`config.mk`:
```
export PLATFORM = sky130hd
export DESIGN_NAME = ckpt_rat
export DESIGN_NICKNAME = d
export VERILOG_FILES = /design/src/rtl/crat_pkg.sv /design/src/rtl/crat_live_map.sv /design/src/rtl/crat_snap_slot.sv /design/src/rtl/crat_slot_pick.sv /design/src/rtl/ckpt_rat.sv
export SDC_FILE = /design/constraint.sdc
export NUM_CORES = 2
export LEC_CHECK = 0
export BUFFER_PORTS_ARGS = -buffer_cell sky130_fd_sc_hd__buf_4
export CORE_ASPECT_RATIO = 0.75
export CORE_MARGIN = 2
export CORE_UTILIZATION = 35
export CTS_CLUSTER_DIAMETER = 100
export DETAILED_ROUTE_END_ITERATION = 6
export GPL_TIMING_DRIVEN = 0
export SETUP_SLACK_MARGIN = 0.2
export SLEW_MARGIN = 10
export SYNTH_ARGS = -nofsm -noshare
export SYNTH_HDL_FRONTEND = slang
export SYNTH_SLANG_ARGS = --single-unit
```
`constraint.sdc`:
```
create_clock -name clk -period 7.01 [get_ports clk]
set_clock_uncertainty 0.05 [all_clocks]
set_input_delay 1.402 -clock clk [delete_from_list [all_inputs] [get_ports clk]]
set_output_delay 1.402 -clock clk [all_outputs]
set_load 0.01 [all_outputs]
```
`src/rtl/crat_pkg.sv`:
```
`timescale 1ns/1ps
package crat_pkg;
    localparam int NREGS  = 8;
    localparam int REG_W  = $clog2(NREGS);
    localparam int TAG_W  = 3;
    localparam int DATA_W = 16;
    localparam int SEQ_W  = 5;
    localparam int NSNAP  = 4;
    localparam int SLOT_W = $clog2(NSNAP);

    typedef struct packed {
        logic [TAG_W-1:0]  tag;
        logic [DATA_W-1:0] value;
        logic              valid;
    } ent_t;

    typedef ent_t [NREGS-1:0] map_t;
    typedef map_t [NSNAP-1:0] bank_t;

    typedef struct packed {
        logic              vld;
        logic [TAG_W-1:0]  tag;
        logic [DATA_W-1:0] value;
        logic [SEQ_W-1:0]  seq;
    } bcast_t;

    // a is younger than b under wrapping arithmetic
    function automatic logic is_younger(logic [SEQ_W-1:0] a, logic [SEQ_W-1:0] b);
        logic [SEQ_W-1:0] diff;
        diff = a - b;
        return (diff != '0) && !diff[SEQ_W-1];
    endfunction

    function automatic map_t apply_bcast(map_t m, bcast_t b, logic en);
        map_t r;
        r = m;
        for (int i = 0; i < NREGS; i++) begin
            if (en && b.vld && !m[i].valid && (m[i].tag == b.tag)) begin
                r[i].value = b.value;
                r[i].valid = 1'b1;
            end
        end
        return r;
    endfunction

    function automatic map_t reset_map();
        map_t r;
        for (int i = 0; i < NREGS; i++) begin
            r[i].tag   = '0;
            r[i].value = '0;
            r[i].valid = 1'b1;
        end
        return r;
    endfunction
endpackage

```
`src/rtl/crat_live_map.sv`:
```
`timescale 1ns/1ps
module crat_live_map
    import crat_pkg::*;
(
    input  logic             clk,
    input  logic             rst,
    input  bcast_t           bc,
    input  logic             ren_we,
    input  logic [REG_W-1:0] ren_reg,
    input  logic [TAG_W-1:0] ren_tag,
    input  logic             restore_en,
    input  map_t             restore_map,
    output map_t             live,
    output map_t             live_bc
);
    map_t live_q;
    map_t live_nxt;

    always_comb begin
        live_bc = apply_bcast(live_q, bc, 1'b1);
        if (restore_en) begin
            live_nxt = restore_map;
        end else begin
            live_nxt = live_bc;
            if (ren_we) begin
                live_nxt[ren_reg].tag   = ren_tag;
                live_nxt[ren_reg].valid = 1'b0;
            end
        end
    end

    always_ff @(posedge clk) begin
        if (rst) live_q <= reset_map();
        else     live_q <= live_nxt;
    end

    assign live = live_q;
endmodule

```
`src/rtl/crat_snap_slot.sv`:
```
`timescale 1ns/1ps
module crat_snap_slot
    import crat_pkg::*;
(
    input  logic             clk,
    input  logic             rst,
    input  bcast_t           bc,
    input  logic             cap_en,
    input  map_t             cap_map,
    input  logic [SEQ_W-1:0] cap_seq,
    input  logic             free_en,
    output map_t             snap,
    output logic [SEQ_W-1:0] seq,
    output logic             used
);
    map_t             snap_q;
    logic [SEQ_W-1:0] seq_q;
    logic             used_q;

    always_ff @(posedge clk) begin
        if (rst) begin
            snap_q <= reset_map();
            seq_q  <= '0;
            used_q <= 1'b0;
        end else if (cap_en) begin
            snap_q <= cap_map;
            seq_q  <= cap_seq;
            used_q <= 1'b1;
        end else begin
            snap_q <= apply_bcast(snap_q, bc, used_q && is_younger(seq_q, bc.seq));
            if (free_en) used_q <= 1'b0;
        end
    end

    assign snap = snap_q;
    assign seq  = seq_q;
    assign used = used_q;
endmodule

```
`src/rtl/crat_slot_pick.sv`:
```
`timescale 1ns/1ps
module crat_slot_pick
    import crat_pkg::*;
(
    input  logic [NSNAP-1:0]  used,
    output logic [SLOT_W-1:0] free_idx,
    output logic              full
);
    always_comb begin
        free_idx = '0;
        full     = 1'b1;
        for (int j = NSNAP-1; j >= 0; j--) begin
            if (!used[j]) begin
                free_idx = SLOT_W'(j);
                full     = 1'b0;
            end
        end
    end
endmodule

```
`src/rtl/ckpt_rat.sv`:
```
`timescale 1ns/1ps
module ckpt_rat
    import crat_pkg::*;
(
    input  logic              clk,
    input  logic              rst,
    input  logic [REG_W-1:0]  lkp_reg_a,
    output logic [TAG_W-1:0]  lkp_tag_a,
    output logic [DATA_W-1:0] lkp_val_a,
    output logic              lkp_rdy_a,
    input  logic [REG_W-1:0]  lkp_reg_b,
    output logic [TAG_W-1:0]  lkp_tag_b,
    output logic [DATA_W-1:0] lkp_val_b,
    output logic              lkp_rdy_b,
    input  logic              ren_we,
    input  logic [REG_W-1:0]  ren_reg,
    input  logic [TAG_W-1:0]  ren_tag,
    input  logic              bc_valid,
    input  logic [TAG_W-1:0]  bc_tag,
    input  logic [DATA_W-1:0] bc_value,
    input  logic [SEQ_W-1:0]  bc_seq,
    input  logic              br_alloc,
    input  logic [SEQ_W-1:0]  br_seq,
    output logic [SLOT_W-1:0] br_slot,
    output logic              br_full,
    input  logic              res_ok,
    input  logic [SLOT_W-1:0] res_slot,
    input  logic              mp_valid,
    input  logic [SLOT_W-1:0] mp_slot
);
    bcast_t            bc;
    map_t              live;
    map_t              live_bc;
    map_t              restore_map;
    bank_t             snap_maps;
    logic [SEQ_W-1:0]  snap_seq [NSNAP];
    logic [NSNAP-1:0]  snap_used;
    logic [NSNAP-1:0]  cap_v;
    logic [NSNAP-1:0]  free_v;
    logic [SLOT_W-1:0] free_idx;
    logic              full;
    logic              mp_eff;

    assign bc = '{vld: bc_valid, tag: bc_tag, value: bc_value, seq: bc_seq};

    crat_slot_pick u_pick (
        .used     (snap_used),
        .free_idx (free_idx),
        .full     (full)
    );

    assign mp_eff      = mp_valid && snap_used[mp_slot];
    assign restore_map = apply_bcast(snap_maps[mp_slot], bc,
                                     is_younger(snap_seq[mp_slot], bc_seq));

    always_comb begin
        for (int j = 0; j < NSNAP; j++) begin
            cap_v[j]  = !mp_eff && br_alloc && !full && (free_idx == SLOT_W'(j));
            free_v[j] = 1'b0;
            if (mp_eff) begin
                free_v[j] = (SLOT_W'(j) == mp_slot) ||
                            (snap_used[j] && is_younger(snap_seq[j], snap_seq[mp_slot]));
            end else if (res_ok && (res_slot == SLOT_W'(j))) begin
                free_v[j] = 1'b1;
            end
        end
    end

    crat_live_map u_live (
        .clk         (clk),
        .rst         (rst),
        .bc          (bc),
        .ren_we      (ren_we && !mp_eff),
        .ren_reg     (ren_reg),
        .ren_tag     (ren_tag),
        .restore_en  (mp_eff),
        .restore_map (restore_map),
        .live        (live),
        .live_bc     (live_bc)
    );

    for (genvar g = 0; g < NSNAP; g++) begin : g_slot
        map_t             s_map;
        logic [SEQ_W-1:0] s_seq;
        logic             s_used;
        crat_snap_slot u_slot (
            .clk     (clk),
            .rst     (rst),
            .bc      (bc),
            .cap_en  (cap_v[g]),
            .cap_map (live_bc),
            .cap_seq (br_seq),
            .free_en (free_v[g]),
            .snap    (s_map),
            .seq     (s_seq),
            .used    (s_used)
        );
        assign snap_maps[g] = s_map;
        assign snap_seq[g]  = s_seq;
        assign snap_used[g] = s_used;
    end

    assign lkp_tag_a = live[lkp_reg_a].tag;
    assign lkp_val_a = live[lkp_reg_a].value;
    assign lkp_rdy_a = live[lkp_reg_a].valid;
    assign lkp_tag_b = live[lkp_reg_b].tag;
    assign lkp_val_b = live[lkp_reg_b].value;
    assign lkp_rdy_b = live[lkp_reg_b].valid;
    assign br_slot   = free_idx;
    assign br_full   = full;
endmodule

```
==> flow_metrics.py <==
metrics = {
    "die": {
        "core_area_sq_um": 128800,
        "fp.dieH_microns": 316.0,
        "die_x_microns": 419.9,
        "die_area_sq_um": 132700,
        "initial_utilization_pct": 35.26,
        "ioPinCount": 95,
        "rows": 114,
    },
    "cells_and_area": {
        "multi_input_area_sq_um": 26510,
        "area.growth.synth_to_final_pct": 12.96,
        "n_fill_cell": 13096,
        "final_cells": 7012,
        "design_area_sq_um": 51300,
        "final_util_pct": 39.83,
        "drive_above_1_share_pct": 14.34,
        "layout.nets": 5274,
        "seq_area_sq_um": 16500,
    },
    "synthesis": {
        "synth.area.top_cells": "dfxtp_1 (36%), mux2i_1 (13%), mux4_2 (11%)",
        "synth_top_area_share_pct": 36.32,
        "syn_area_sq_um": 45410,
        "synth.distinct_cells": 64,
        "ys.warnings.count": 0,
        "seq_area_frac_synth_pct": 36.32,
        "synth-main-ff-cell": "dfxtp_1",
        "synthArstFlopShare_pct": 0,
        "syn-num-nets": 5108,
        "synth_top_cell_by_area": "dfxtp_1",
        "ys_ff_latch": 824,
        "synth-edff-count": 0,
        "avgSynthCellArea_sq_um": 9.047,
        "netlist_instances": 5020,
    },
    "power": {
        "p_leak_uw": 0.02141,
        "power-per-cell-area_nw_per_um2": 228.4,
        "ir_drop_uv": 181.6,
    },
    "routing": {
        "drt_iter0_markers": 8247,
        "vias": 45932,
        "route.detailed.drc": 6,
        "vias_per_cell": 6.550,
        "wl_microns": 261300,
        "drt_first_pass_iters": 7,
        "post_drt_wl_per_cell_microns": 37.27,
        "antenna_left": 0,
    },
    "hold_path": {
        "min_path_cells": 2,
        "hold_class": "flop to flop",
    },
    "place": {
        "dp_hpwl_microns": 194200,
        "placed_area_sq_um": 48240,
        "port_buffers": 74,
        "dp.cells": 6836,
        "routabilityCongestion": 1.104,
    },
    "clocking": {
        "clk_pin_slew_worst_paths_ns": 0.07,
        "root_buffer": "clkbuf_16",
        "htree_levels": 3,
        "clk_path_buf_depth": 3,
        "cts_buffers": 88,
        "cts_sinks": 824,
        "clk_latency_ns": 0.73,
        "cts_tree": "done",
    },
    "setup_path": {
        "cp-end-kind": "flop",
        "crit_family": "buffers and inverters",
        "max_stage_delay_ns": 0.65,
        "crit_chain": "buf_2 -> buf_2 -> buf_2 -> buf_4 -> buf_2 -> mux4_2 -> ha_1 -> a21oi_1 -> nand2_1 -> or4b_2 -> o2111a_1 -> buf_2 -> nand4_4 -> buf_6 -> mux2i_1 -> o22ai_1",
        "cp.buffers_inverters": 7,
        "worstPathRequired_ns": 7.52,
        "crit_path_start_kind": "input port",
        "cp_common_cell": "buf_2",
        "path_depth": 16,
        "critical_path_class": "input port to flop",
        "path_max_fanout": 19,
        "crit_path_top_delay_cell": "or4b_2",
        "rr_worst_depth": 10,
        "rrSetupSlack_ns": 1.62,
        "worstPathArrival_ns": 7.12,
    },
    "grt": {
        "grt_pass1_wl_microns": 348000,
        "grt_pass1_vias": 41060,
        "grt_antenna_before_repair": 26,
        "grt_usage_pct": 38.21,
        "grt_max_degree": 15,
        "overflow": 0,
    },
    "sta": {
        "layout_min_cycle_time_ns": 6.613,
        "max_freq_ghz": 0.1512,
        "hold_viol": 0,
        "final.period_utilization_pct": 94.33,
        "rsz0062_at_grt": "no",
        "worstMarginPinSlew_ns": 1.541,
        "max_slew_margin_pct": -2.730,
        "fin_hold_ws_ns": 0.4237,
        "setup_violations": 0,
        "drv_slew": 32,
        "tns_ns": 0,
    },
    "run_status": {
        "failed_checks": "DRC, capacitance limit, slew limit",
        "outcome": "complete, but fails checks",
    },
    "job": {
        "maxCapViolations": 4,
    },
}
[tightest hold or removal path: cells and delay by family (launching register included)]
kind | cells | cell delay (ns)
flip-flops | 1 | 0.32
AND/OR/NAND/NOR | 1 | 0.06
AO/OA/AOI/OAI | 1 | 0.05
[power by group]
| part | leakage [uW] | switching [uW] | total, uW | internal (uW) |
|---|---|---|---|---|
| Sequential | 0.00668 | 112 | 4950 | 4840 |
| Clock | 0.00147 | 2250 | 5110 | 2860 |
| Combinational | 0.0133 | 1190 | 1660 | 468 |
[routing by layer]
layer,up-vias,track usage (%),routed length [microns]
li1,18392,-,-
met1,22668,51.52,102700
met2,4004,48.33,95890
met3,818,19.55,45690
met4,50,20.23,16120
met5,-,2.578,895
[repair_timing]
action                                  4_1_cts  5_1_grt
hold buffers                                  0        0
pin swaps                                     0        0
buffers inserted                              0        0
gates resized for setup                       1        0
endpoints found under the setup margin       14       61
[flip-flops by register name (all words and copies together) (netlist names)]
name	flops
g_slot.u_slot.seq	20
g_slot.u_slot.snap	640
g_slot.u_slot.used	4
u_live.live	160
[path summary, 6_finish.rpt]
path,start,end
max,mp_slot[0],u_live.live[108]
min,g_slot[2].u_slot.seq[0],g_slot[2].u_slot.seq[0]
max reg2reg,g_slot[0].u_slot.used,g_slot[2].u_slot.snap[5]
min reg2reg,g_slot[2].u_slot.seq[0],g_slot[2].u_slot.seq[0]
[through the flow]
stage / setup WS, ns / power (uW)
after floorplan: 1.513 / 5874
after global placement: -0.5765 / 6557
after detailed placement: -0.6238 / 6582
after CTS: 0.3287 / 11510
after global routing: 0.3629 / 11850
final: 0.3973 / 11720
[cells in the final DEF (no fill, tap or decap), types with 18 or more instances in the layout]
master,count
clkbuf_8,19
a221oi_1,25
buf_2,108
a2111oi_0,59
buf_1,59
inv_1,22
clkbuf_1,317
a211oi_1,58
clkbuf_2,44
ha_1,36
nor2b_1,20
a21oi_1,507
dfxtp_1,824
mux2i_1,602
nand3_1,28
o21ai_1,45
mux4_2,221
o21ai_0,332
o22ai_1,53
mux2_2,101
nor2_1,260
buf_4,97
xor2_1,141
clkbuf_16,90
clkinv_2,18
nor3_1,124
nand2_1,772
nor4_1,38
xnor2_1,26
[synthesized netlist by cell type (15+ instances only)]
| cell | count |
|---|---|
| nor2b_1 | 20 |
| buf_2 | 105 |
| o21ai_0 | 332 |
| nor3_1 | 124 |
| buf_1 | 65 |
| o22ai_1 | 53 |
| a211oi_1 | 58 |
| a2111oi_0 | 59 |
| a221oi_1 | 25 |
| nand4_1 | 15 |
| mux2_2 | 101 |
| a22o_1 | 16 |
| mux2i_1 | 602 |
| clkbuf_1 | 342 |
| xnor2_1 | 26 |
| ha_1 | 36 |
| nor4_1 | 38 |
| inv_1 | 22 |
| nand3_1 | 28 |
| nor2_1 | 262 |
| xor2_1 | 141 |
| dfxtp_1 | 824 |
| o21ai_1 | 45 |
| mux4_2 | 221 |
| buf_4 | 22 |
| nand2_1 | 772 |
| a21oi_1 | 508 |
[logic make-up (layout without fill, tap and decap cells)]
family                     Yosys count  in the layout  share of synthesized area, %
and+or+nand+nor                   1333           1333                         12.69
other                                0             14                             0
DFF                                824            824                         36.32
buffers and inverters              571            809                         5.339
AOI/OAI and AO/OA                 1164           1164                         14.68
adders and majority gates           36             36                        0.9918
xor gates and xnor gates           167            167                         3.221
muxes                              925            925                         26.76
[area by class of cell]
cell class                      count  area share, %
Antenna cell                       14        0.06829
Tap cell                         1740          4.244
Sequential cell                   824          32.15
Multi-Input combinational cell   3625          51.67
Timing Repair Buffer               77          1.188
Clock inverter                     35         0.8000
Inverter                           28         0.2049
Buffer                            542          4.636
Clock buffer                      127          5.031
Note: power is estimated with default switching activity, not from simulation.
